File: src/rtl/evr_pkg.sv
package evr_pkg;
  typedef enum logic [1:0] {
    EV_NONE  = 2'd0,
    EV_XFER  = 2'd1,
    EV_CMD   = 2'd2,
    EV_STATE = 2'd3
  } ev_kind_e;

  typedef enum logic [1:0] {
    PH_IDLE  = 2'd0,
    PH_WRITE = 2'd1,
    PH_RESP  = 2'd2
  } post_ph_e;

  // source slots, index 0 wins
  localparam int unsigned NSRC      = 3;
  localparam int unsigned SRC_STATE = 0;
  localparam int unsigned SRC_CMD   = 1;
  localparam int unsigned SRC_XFER  = 2;

  function automatic ev_kind_e src_kind(int unsigned idx);
    case (idx)
      SRC_STATE: return EV_STATE;
      SRC_CMD:   return EV_CMD;
      SRC_XFER:  return EV_XFER;
      default:   return EV_NONE;
    endcase
  endfunction
endpackage

File: src/rtl/evr_prio_arb.sv
module evr_prio_arb #(
  parameter int unsigned N = 3
) (
  input  logic         en_i,
  input  logic [N-1:0] req_i,
  output logic [N-1:0] gnt_o
);
  genvar i;
  generate
    for (i = 0; i < N; i++) begin : g_gnt
      if (i == 0) begin : g_top
        assign gnt_o[i] = en_i & req_i[i];
      end else begin : g_rest
        assign gnt_o[i] = en_i & req_i[i] & ~(|req_i[i-1:0]);
      end
    end
  endgenerate
endmodule

File: src/rtl/evr_ring_ptrs.sv
module evr_ring_ptrs #(
  parameter int unsigned PTR_W = 3
) (
  input  logic             clk_i,
  input  logic             rst_ni,
  input  logic             adv_i,
  input  logic             db_valid_i,
  input  logic [PTR_W-1:0] db_wp_i,
  output logic [PTR_W-1:0] rd_ptr_o,
  output logic             full_o
);
  logic [PTR_W-1:0] rd_q, wr_q;

  always_ff @(posedge clk_i or negedge rst_ni) begin
    if (!rst_ni) begin
      rd_q <= '0;
      wr_q <= '1;
    end else begin
      if (adv_i)      rd_q <= rd_q + 1'b1;
      if (db_valid_i) wr_q <= db_wp_i;
    end
  end

  assign rd_ptr_o = rd_q;
  assign full_o   = (rd_q == wr_q);

  // device pointer may only move into a slot it owns
  assert_adv_not_full_R5: assert property (@(posedge clk_i) disable iff (!rst_ni)
    adv_i |-> (rd_q != wr_q));
  assert_ptr_step_R3: assert property (@(posedge clk_i) disable iff (!rst_ni)
    adv_i |=> (rd_q == $past(rd_q) + 1'b1));
endmodule

File: src/rtl/evr_post_fsm.sv
module evr_post_fsm
  import evr_pkg::*;
#(
  parameter int unsigned DESC_W     = 32,
  parameter int unsigned ADDR_W     = 32,
  parameter int unsigned PTR_W      = 3,
  parameter int unsigned ELEM_BYTES = 16
) (
  input  logic              clk_i,
  input  logic              rst_ni,
  input  logic              take_i,
  input  logic [DESC_W-1:0] desc_i,
  input  logic [PTR_W-1:0]  rd_ptr_i,
  input  logic [ADDR_W-1:0] base_i,
  input  logic              mw_ready_i,
  input  logic              mw_resp_i,
  output logic              idle_o,
  output logic              adv_o,
  output logic              mw_valid_o,
  output logic [ADDR_W-1:0] mw_addr_o,
  output logic [DESC_W-1:0] mw_data_o,
  output logic              irq_o
);
  localparam int unsigned OFF_W = $clog2(ELEM_BYTES);

  post_ph_e          ph_q;
  logic [DESC_W-1:0] desc_q;
  logic              irq_q;

  always_ff @(posedge clk_i or negedge rst_ni) begin
    if (!rst_ni) begin
      ph_q   <= PH_IDLE;
      desc_q <= '0;
      irq_q  <= 1'b0;
    end else begin
      irq_q <= 1'b0;
      case (ph_q)
        PH_IDLE: if (take_i) begin
          desc_q <= desc_i;
          ph_q   <= PH_WRITE;
        end
        PH_WRITE: if (mw_ready_i) ph_q <= PH_RESP;
        PH_RESP: if (mw_resp_i) begin
          irq_q <= 1'b1;
          ph_q  <= PH_IDLE;
        end
        default: ph_q <= PH_IDLE;
      endcase
    end
  end

  assign idle_o     = (ph_q == PH_IDLE);
  assign mw_valid_o = (ph_q == PH_WRITE);
  assign adv_o      = mw_valid_o & mw_ready_i;
  assign mw_addr_o  = base_i + (ADDR_W'(rd_ptr_i) << OFF_W);
  assign mw_data_o  = desc_q;
  assign irq_o      = irq_q;

  assert_irq_single_R4: assert property (@(posedge clk_i) disable iff (!rst_ni)
    irq_o |=> !irq_o);
  assert_irq_after_resp_R4: assert property (@(posedge clk_i) disable iff (!rst_ni)
    $rose(irq_o) |-> $past(mw_resp_i));
  assert_write_hold_R8: assert property (@(posedge clk_i) disable iff (!rst_ni)
    (mw_valid_o && !mw_ready_i) |=>
      (mw_valid_o && $stable(mw_addr_o) && $stable(mw_data_o)));
endmodule

File: src/rtl/event_ring_producer.sv
module event_ring_producer
  import evr_pkg::*;
#(
  parameter int unsigned ADDR_W     = 32,
  parameter int unsigned INFO_W     = 30,
  parameter int unsigned PTR_W      = 3,
  parameter int unsigned ELEM_BYTES = 16,
  localparam int unsigned DESC_W    = INFO_W + 2
) (
  input  logic              clk_i,
  input  logic              rst_ni,
  input  logic [ADDR_W-1:0] ring_base_i,
  input  logic              st_req_i,
  input  logic [INFO_W-1:0] st_info_i,
  output logic              st_ack_o,
  input  logic              cmd_req_i,
  input  logic [INFO_W-1:0] cmd_info_i,
  output logic              cmd_ack_o,
  input  logic              xfer_req_i,
  input  logic [INFO_W-1:0] xfer_info_i,
  output logic              xfer_ack_o,
  input  logic              db_valid_i,
  input  logic [PTR_W-1:0]  db_wp_i,
  output logic              mw_valid_o,
  input  logic              mw_ready_i,
  output logic [ADDR_W-1:0] mw_addr_o,
  output logic [DESC_W-1:0] mw_data_o,
  input  logic              mw_resp_i,
  output logic              irq_o
);
  logic [NSRC-1:0]   req, gnt;
  logic [INFO_W-1:0] info [NSRC];
  logic [DESC_W-1:0] desc;
  logic [PTR_W-1:0]  rd_ptr;
  logic              full, idle, adv;

  assign req[SRC_STATE]  = st_req_i;
  assign req[SRC_CMD]    = cmd_req_i;
  assign req[SRC_XFER]   = xfer_req_i;
  assign info[SRC_STATE] = st_info_i;
  assign info[SRC_CMD]   = cmd_info_i;
  assign info[SRC_XFER]  = xfer_info_i;

  evr_prio_arb #(.N(NSRC)) u_arb (
    .en_i  (idle & ~full),
    .req_i (req),
    .gnt_o (gnt)
  );

  always_comb begin
    desc = '0;
    for (int unsigned k = 0; k < NSRC; k++)
      if (gnt[k]) desc = {src_kind(k), info[k]};
  end

  evr_ring_ptrs #(.PTR_W(PTR_W)) u_ptrs (
    .clk_i      (clk_i),
    .rst_ni     (rst_ni),
    .adv_i      (adv),
    .db_valid_i (db_valid_i),
    .db_wp_i    (db_wp_i),
    .rd_ptr_o   (rd_ptr),
    .full_o     (full)
  );

  evr_post_fsm #(
    .DESC_W     (DESC_W),
    .ADDR_W     (ADDR_W),
    .PTR_W      (PTR_W),
    .ELEM_BYTES (ELEM_BYTES)
  ) u_fsm (
    .clk_i      (clk_i),
    .rst_ni     (rst_ni),
    .take_i     (|gnt),
    .desc_i     (desc),
    .rd_ptr_i   (rd_ptr),
    .base_i     (ring_base_i),
    .mw_ready_i (mw_ready_i),
    .mw_resp_i  (mw_resp_i),
    .idle_o     (idle),
    .adv_o      (adv),
    .mw_valid_o (mw_valid_o),
    .mw_addr_o  (mw_addr_o),
    .mw_data_o  (mw_data_o),
    .irq_o      (irq_o)
  );

  assign st_ack_o   = gnt[SRC_STATE];
  assign cmd_ack_o  = gnt[SRC_CMD];
  assign xfer_ack_o = gnt[SRC_XFER];

  assert_ack_onehot_R7: assert property (@(posedge clk_i) disable iff (!rst_ni)
    $onehot0({st_ack_o, cmd_ack_o, xfer_ack_o}));
  assert_cmd_prio_R7: assert property (@(posedge clk_i) disable iff (!rst_ni)
    cmd_ack_o |-> !st_req_i);
  assert_xfer_prio_R7: assert property (@(posedge clk_i) disable iff (!rst_ni)
    xfer_ack_o |-> (!st_req_i && !cmd_req_i));
  assert_ack_then_write_R7: assert property (@(posedge clk_i) disable iff (!rst_ni)
    (st_ack_o || cmd_ack_o || xfer_ack_o) |=> mw_valid_o);
  assert_no_irq_while_busy_R4: assert property (@(posedge clk_i) disable iff (!rst_ni)
    mw_valid_o |-> !irq_o);
endmodule

File: config.mk
export PLATFORM = sky130hd
export DESIGN_NAME = event_ring_producer
export DESIGN_NICKNAME = d
export VERILOG_FILES = /design/src/rtl/evr_pkg.sv /design/src/rtl/evr_prio_arb.sv /design/src/rtl/evr_ring_ptrs.sv /design/src/rtl/evr_post_fsm.sv /design/src/rtl/event_ring_producer.sv
export SDC_FILE = /design/constraint.sdc
export NUM_CORES = 1
export LEC_CHECK = 0
export ABC_AREA = 1
export BUFFER_PORTS_ARGS = -buffer_cell sky130_fd_sc_hd__buf_4
export CELL_PAD_IN_SITES_DETAIL_PLACEMENT = 1
export CELL_PAD_IN_SITES_GLOBAL_PLACEMENT = 2
export CORE_UTILIZATION = 21
export CTS_BUF_LIST = sky130_fd_sc_hd__clkbuf_4
export CTS_CLUSTER_DIAMETER = 40
export DETAILED_ROUTE_END_ITERATION = 12
export GPL_ROUTABILITY_DRIVEN = 1
export PLACE_DENSITY_LB_ADDON = 0.1
export SLEW_MARGIN = 20
export SYNTH_ARGS = -nofsm -noshare
export SYNTH_HDL_FRONTEND = slang
export SYNTH_SLANG_ARGS = --single-unit
export TNS_END_PERCENT = 50
File: constraint.sdc
create_clock -name clk_i -period 2.5 [get_ports clk_i]
set_input_delay 0.5 -clock clk_i [delete_from_list [all_inputs] [get_ports clk_i]]
set_output_delay 0.5 -clock clk_i [all_outputs]
set_load 0.05 [all_outputs]
==> Word-level counts from Yosys, hierarchy flattened <==
Index checks and enable logic that the tools add are counted.
{ "word_totals": {"register_bits": 41, "out_inout_bits": 69, "elab_cells": 37} }
{ "classes": {"n_reduce_logical": 5, "addsub": 2, "bitwise": 10, "n_eq_ne": 6, "n_mux": 9} }
{ "ops": {"columns": ["cell", "count"], "rows": [
  ["two-way mux 32 bit", 3],
  ["adder 32 x 7 -> 32 bit", 1],
  ["bitwise AND 1 bit", 7],
  ["two-way mux 2 bit", 3],
  ["one-hot mux 2 bit (3 select lines)", 1],
  ["inequality test 2 bit (second input constant)", 2],
  ["adder 3 x 1 -> 3 bit (second input constant)", 1],
  ["equality test 3 bit", 1],
  ["inverter 1 bit", 3],
  ["AND reduction 3 bit", 1],
  ["OR reduction 3 bit", 1],
  ["equality test 2 x 1 -> 1 bit (second input constant)", 1],
  ["equality test 2 bit (second input constant)", 1],
  ["zero test 2 bit", 1],
  ["two-way mux 1 bit", 2],
  ["inequality test 2 x 1 -> 1 bit (second input constant)", 1],
  ["AND reduction 2 bit", 1],
  ["OR reduction 2 bit", 1]
]} }

==> Depth between registers and ports, before layout <==
Gate-level depths: netlist of run 1.
{ "depth": {"depth_word": 8, "ltp_mapped": 10, "mapped_depth_nobuf": 10} }

==> By module <==
Synthesis of run 1 repeated with hierarchy kept, for this count alone.
{ "hier_totals": {"hier_cells": 534, "area_unflattened_um2": 3614.7} }
{ "modules_own_cells": {"columns": ["mod", "area_per_inst_um2", "n_inst", "cells_per_inst"], "rows": [
  ["evr_post_fsm", 2322.2, 1, 266],
  ["event_ring_producer", 980.9, 1, 234],
  ["evr_ring_ptrs", 277.8, 1, 25],
  ["evr_prio_arb", 33.8, 1, 9]
]} }

==> Least setup slack after synthesis of run 1 <==
Ideal clock, no wire load.
{ "synth_timing": {"path_kind": "input-to-output", "startpoint": "input ring_base_i[4]", "endpoint": "output mw_addr_o[28]", "t_arrival_ns": 2.261, "setup_slack_ns": -0.261, "required_ns": 2.000, "path_buffers": 0, "cell_stages": 7, "path_cell_list": "ha_1 > fa_1 > nand2_2 > a21oi_4 > nand2_2 > nor3_2 > xor2_1"} }
{ "synth_via": {"elab_chain_cells": 1} }
{ "synth_rtl": {"columns": ["item", "line", "source"], "rows": [
  ["start, declared", "event_ring_producer.sv:12", "input logic [ADDR_W-1:0] ring_base_i,"],
  ["adder 32 x 7 -> 32 bit", "evr_post_fsm.sv:55", "assign mw_addr_o = base_i + (ADDR_W'(rd_ptr_i) << OFF_W);"],
  ["end, declared", "event_ring_producer.sv:26", "output logic [ADDR_W-1:0] mw_addr_o,"]
]} }
Every way passes these cells.

==> Final worst setup path of run 1 <==
{ "layout_timing": {"startpoint": "register u_ptrs.rd_q[0] (netlist: u_ptrs.rd_ptr_o[0])", "endpoint": "output mw_addr_o[14]"} }
{ "layout_via": {"elab_chain_cells": 1} }
{ "layout_rtl": {"columns": ["item", "line", "source"], "rows": [
  ["start, declared", "evr_ring_ptrs.sv:12", "logic [PTR_W-1:0] rd_q, wr_q;"],
  ["start signal, assigned", "evr_ring_ptrs.sv:19", "if (adv_i) rd_q <= rd_q + 1'b1;"],
  ["adder 32 x 7 -> 32 bit", "evr_post_fsm.sv:55", null]
]} }
Every way passes these cells.

==> results of run 1 <==
-- metal layers --
metal / up-vias / GRT usage (%)
met4: 0 / 3.641
met2: 124 / 33.27
met3: 9 / 4.271
met5: - / 0
met1: 1928 / 18.76
li1: 2027 / -
-- report_power, final --
group	total [mW]	switching (mW)	leakage [nW]	internal (mW)
clock	0.459	0.251	0.0389	0.207
combinational	3.71	2.53	2.42	1.18
sequential	1.16	0.185	0.497	0.970
-- kinds of logic after synthesis --
group / Yosys count
AOI/OAI and AO/OA: 8
xor gates and xnor gates: 24
adders and majority gates: 5
buffers and inverters: 90
DFF: 41
muxes: 2
and+or+nand+nor: 347
-- worst max path at each step --
stage                    end  cells after the start                from
2_1_floorplan  mw_addr_o[10]                      6      ring_base_i[4]
3_3_place_gp   mw_addr_o[30]                     10      ring_base_i[4]
3_5_place_dp   mw_addr_o[28]                      9      ring_base_i[4]
4_1_cts        mw_addr_o[28]                      8  u_ptrs.rd_ptr_o[0]
5_1_grt        mw_addr_o[28]                      8  u_ptrs.rd_ptr_o[0]
6_report       mw_addr_o[14]                      8  u_ptrs.rd_ptr_o[0]
-- worst max-delay path, stage by stage (launching register included) --
cell and delay [ps]:
dfrtp_1 410, ha_2 190, fa_2 360, buf_4 150
buf_6 120, nand3_4 80, o21ai_4 70, xor2_1 150
buf_4 210
-- through the flow --
step	instance area, sq um	worst slack, ps
6_report	5431	-102.5
4_1_cts	5350	-159.5
3_5_place_dp	5070	-27.46
2_1_floorplan	3372	-133.5
3_3_place_gp	5070	6.704
5_1_grt	5431	-219.7
-- registers in the layout, summed over array words and instances (netlist names) --
name and cells:
u_fsm.ph_q 2, u_fsm.irq_o 1, u_ptrs.rd_ptr_o 3, u_ptrs.wr_q 3, u_fsm.mw_data_o 32
-- synth_stat cells, drive strengths merged --
| cell | count |
|---|---|
| nand4 | 66 |
| o31ai | 1 |
| dfstp | 3 |
| ha | 4 |
| nand2 | 159 |
| xnor2 | 8 |
| nor3 | 8 |
| fa | 1 |
| nand3 | 20 |
| a21oi | 2 |
| and3 | 2 |
| mux2 | 2 |
| xor2 | 16 |
| inv | 62 |
| dfrtp | 38 |
| nor2 | 89 |
| nand3b | 3 |
| clkbuf | 16 |
| buf | 12 |
| o21ai | 5 |
-- what timing repair did --
item	in CTS	in global routing
gates cloned	0	0
gates resized for setup	41	14
pin swaps	15	14
buffers inserted	5	2
setup endpoints to repair	26	26
-- layout make-up --
type                    count  area (sq um)  share of cell area, %
well taps                 211         264.0                  4.861
inverters                  62         232.7                  4.285
multi-input cells         386          2152                  39.62
clock buffers               5         37.54                 0.6911
diodes                      1         2.502                0.04607
flip-flops and latches     41          1031                  18.98
clock inverters             3         41.29                 0.7602
repair buffers            213          1670                  30.75
==> run metrics, run 1 <==
grt total ovfl 0; worst slew pin tran 972.6 ps; Via density about 4.4; final design utilization 35.60%; crit start category flip-flop; Mapped Cells 517; CP Capture Type primary output; DR WL met3 between 900 and 1000 um; Slew Viols, Final 0; cell taking the most area after synthesis dfrtp_1; max-cap violation count 0; crit-path max FO 3; synthesized area ~0.0033 sq mm; Die ar. approximately 0.016 sq mm; Final ANT Viol Nets 0; cts hold-fix bufs 0; initial antenna violation count 1; TritonCTS sink count between 40 and 50; wire length on met1 around 5400 um; synthesized-area fraction occupied by xor and xnor cells ~6.4%; Port Buffers 193; Relative slew margins between 30% and 40%; R2R setup slack 630 ps; skew final about 9.0 ps; CP required 2000 ps; min cycle time layout approximately 2600 ps; R2R cell count 9; Seq/Total Area, Yosys between 30% and 40%; Layout area overhead 64.37%; Syn Nets 655; CTS tree yes; CTS max path bufs 2; nets@finish ~850; Final Hold Slack about 100 ps; Post-Route Setup TNS -745.0 ps; Total GRT Usage between 10% and 20%; Mapped Avg Cell Area between 6 and 7 sq um; dpl cells slightly above 900; P_leak just under 3 nW; RSZ-0062 raised after global routing yes; I/O Pins approximately 200; Unique masters post-synth 31; vias approximately 4k; Detail Route met2 WL between 7000 and 8000 um; Final Hold Fails 0; arrival time at the worst endpoint approximately 2100 ps; period utilisation layout 104.1%; Setup Viol. Count Final 12; r2r endpoint u_fsm.mw_data_o[13]; RePlAce Congestion approximately 0.85; peak ir drop on the vdd network 0.5458 mV; clk slew on worst S/H paths ~150 ps; DRC errors left 0; power per cell area 980.6 mW/mm^2; share of cells above drive strength 1 37.75%; Setup Crit Path Kind flip-flop to primary output; core area 0.01526 sq mm; H-tree depth 2; commonest non-fill, non-tap cells in the layout buf_4 (194), nand2_1 (151), nor2_1 (83), nand4_1 (66), inv_1 (59); Synth Area in Adders about 2.1%; Achievable Freq between 0.3 and 0.4 GHz; row count between 40 and 50; final WL 13720 um; final non-filler cell total around 920; crit path setup slack, layout -102.5 ps; mux cell area share after synthesis 0.6816%; fillers 1908; violated checks setup timing; reg2reg start u_ptrs.rd_ptr_o[1]; top sig layer met4; largest family of logic cells by synthesized area simple AND/OR/NAND/NOR gates; first-pass GRT wire length 22070 um; dpl hpwl roughly 11000 um; Initial Util a little over a fifth; vias in the first global route about 4.3k; largest net degree at the start of global routing 42; Hold WC Path Type primary input to asynchronous set/reset pin; Compound-Gate Fraction of Synth Area under 10%; DIE WIDTH about 130 um; Iter 0 DRT Violations about 110; status finished with violations; Synth top area share around 29%; iteration count of the initial detailed-routing pass 4; commonest non-fill, non-tap cell in the layout buf_4; WL per Instance 14.88 um; total CTS buffers 5; synth warn 0; area share of and/or/nand/nor cells after synthesis between 40% and 50%; Clock Latency Late Sink approximately 380 ps; die height around 130 um; total power between 5 and 6 mW; register bit count reported by yosys 41; top cells by area, synth dfrtp_1 (29%), nand2_1 (18%), nand4_1 (12%), nor2_1 (9.9%), inv_1 (6.9%); Root Buffer clkbuf_4
Power figures use the tool's default switching activity.
==> inputs of run 2 (changes only) <==
Settings changed: CORE_UTILIZATION 21 to 23, GPL_TIMING_DRIVEN from default to 0, SYNTH_HIERARCHICAL from default to 1.
==> run metrics, run 2 <==
P_leak approximately 3.2 nW; Initial Util a little under a quarter; first-pass GRT wire length about 22000 um; peak ir drop on the vdd network approximately 0.42 mV; Mapped Avg Cell Area 6.769 sq um; Port Buffers roughly 200; skew final 21.23 ps; Hold WC Path Type primary input to asynchronous set/reset pin; fillers 1911; arrival time at the worst endpoint between 2000 and 2500 ps; fin area 0.005878 sq mm; nets@finish 889; grt total ovfl 0; Synth top area share 26.31%; commonest non-fill, non-tap cells in the layout buf_4 (195), nand2_1 (172), nor2_1 (146), dfrtp_1 (36), buf_6 (30); cell taking the most area after synthesis dfrtp_1; Int Pwr around 2.6 mW; synth warn 6; DRC errors left 0; die height approximately 130 um; WL per Instance between 10 and 15 um; crit-path max FO 5; Relative slew margins a little over half; share of cells above drive strength 1 about 45%; Root Buffer clkbuf_4; core area 0.01526 sq mm; Unique masters post-synth 25; register bit count reported by yosys 41; initial antenna violation count 0; Mapped Cells ~530; Die ar. 0.01622 sq mm; Final ANT Viol Nets 0; cts hold-fix bufs 0; DP Worst Slack -281.8 ps; Achievable Freq about 0.37 GHz; dpl hpwl approximately 11000 um; Total GRT Usage approximately 17%; status finished with violations; crit path setup slack, layout -183.9 ps; RePlAce Congestion around 0.75; Final Hold Fails 0; logic gate share of total power a little over 70%; Setup Crit Path Kind flip-flop to primary output; DIE WIDTH 127.4 um; Via density 4.282; H-tree depth 2; Syn Nets around 670; prevailing post-synth register cell dfrtp_1; CP required 2000 ps; Seq pwr share between 15 and 20%; iteration count of the initial detailed-routing pass 4; Seq/Total Area, Yosys about 28%; Iter 0 DRT Violations just under 90; CTS tree yes; worst slew pin tran 685.1 ps; final design utilization about two fifths; total CTS buffers 5; dpl cells 942; vias in the first global route approximately 4.4k; RSZ-0062 raised after global routing yes; max-cap violation count 0; synthesized area 0.003615 sq mm; clk slew on worst S/H paths 160 ps; count leader, synth nand2_1; vias just over 4k; I/O Pins 202; Psw around 2.7 mW; largest net degree at the start of global routing 42; min cycle time layout roughly 2700 ps; TritonCTS sink count 41; CTS max path bufs 2; placed cell area 0.005395 sq mm; top cells by area, synth dfrtp_1 (26%), nand2_1 (19%), nor2_1 (16%), mux2_4 (12%), buf_6 (3.7%); max reg flops 32; Clock Latency Late Sink around 400 ps; # diodes 0; crit start category flip-flop; violated checks setup timing; row count 45; Clk network pwr share between 7 and 8%; Commonest cells post-synth nand2_1 (186), nor2_1 (153), dfrtp_1 (38); power per cell area approximately 900 mW/mm^2; period utilisation layout 107.4%; async set-reset flop share out of synthesis 100.0%; Final Hold Slack 58.74 ps; final WL between 10000 and 15000 um; Setup Viol. Count Final 13; Layout area overhead 62.62%; CP Capture Type primary output; final non-filler cell total about 960; commonest non-fill, non-tap cell in the layout buf_4; switching part of the total power ~51%; number of synthesized flops with an enable pin 0; Slew Viols, Final 0
==> run 2: cell count changes in the layout (fill, tap and decap cells not counted), moves of 6 or more <==
cell      change
nand4_1      -64
nor2_1       +63
nand3b_1      +6
xor2_2        -7
inv_1        -33
nand2_1      +21
buf_6        +11
nand3_1      -14
mux2_4       +29
nor2_2       +11
==> run 2: logic make-up after synthesis <==
family / after synthesis / share of synthesized area (%)
simple gates: 371 / 41.33
buf+inv: 56 / 9.034
flops: 41 / 28.49
mux: 35 / 13.91
xor+xnor: 16 / 3.877
compound gates: 10 / 1.419
fa+ha+maj: 5 / 1.938
==> run 2: repair_timing <==
item | in CTS | in global routing
endpoints found under the hold margin | 0 | 0
buffers inserted | 10 | 5
endpoints found under the setup margin | 55 | 56
gates resized for setup | 52 | 38
pin swaps | 20 | 19
==> run 2: routing by layer <==
metal  global-route usage [%]  up-vias  routed length, um
met1                    19.85     1937               5776
met2                    31.69      117               6951
li1                         -     2061                  -
met3                    5.318        9               1017
met5                        0        -                  0
met4                    3.501        0                134
==> run 2: through the flow <==
step | power (mW) | TNS [ps]
final | 5.309 | -1599
after global routing | 5.686 | -4624
after CTS | 5.284 | -2297
after detailed placement | 4.620 | -5680
after global placement | 4.557 | -3822
after floorplan | 3.572 | -572.2
==> run 2: area by class of cell <==
class / instances / area (sq um) / share of cell area (%)
inverters: 33 / 131.4 / 2.235
clock buffers: 5 / 37.54 / 0.6386
flip-flops and latches: 41 / 1032 / 17.56
multi-input cells: 437 / 2509 / 42.68
clock inverters: 3 / 25.02 / 0.4257
well taps: 211 / 264.0 / 4.491
plain buffers: 21 / 201.4 / 3.427
repair buffers: 212 / 1678 / 28.54
==> run 2: critical path: stages (launching register included) <==
cell,delay (ps)
dfrtp_2,420
ha_4,140
inv_2,30
fa_2,350
inv_2,90
nand3_4,110
nand2_8,120
nand3_4,120
nor2_2,120
nand2_1,50
nand2_1,80
buf_6,160
==> run 2: final timing paths <==
kind | from | endpoint | slack [ps] | cells past startpoint
max | u_ptrs/rd_ptr_o[0] | mw_addr_o[24] | -180 | 11
min in group clk_i | mw_resp_i | u_fsm/ph_q[1] | 280 | 2
max in group asynchronous | rst_ni | u_ptrs/rd_ptr_o[0] | 2020 | 1
min | rst_ni | u_fsm/mw_data_o[11] | 60 | 1
max reg2reg | u_ptrs/rd_ptr_o[0] | u_fsm/mw_data_o[23] | 160 | 15
min reg2reg | u_ptrs/wr_q[0] | u_ptrs/wr_q[0] | 520 | 2
==> run 2: power by group through the flow <==
stage | combinational (mW) | sequential (mW) | clock [mW]
after floorplan | 1.90 | 1.67 | 0
after global placement | 3.49 | 1.07 | 0
after global routing | 4.16 | 1.09 | 0.442
final | 3.86 | 1.05 | 0.393
after CTS | 3.80 | 1.06 | 0.428
after detailed placement | 3.54 | 1.08 | 0
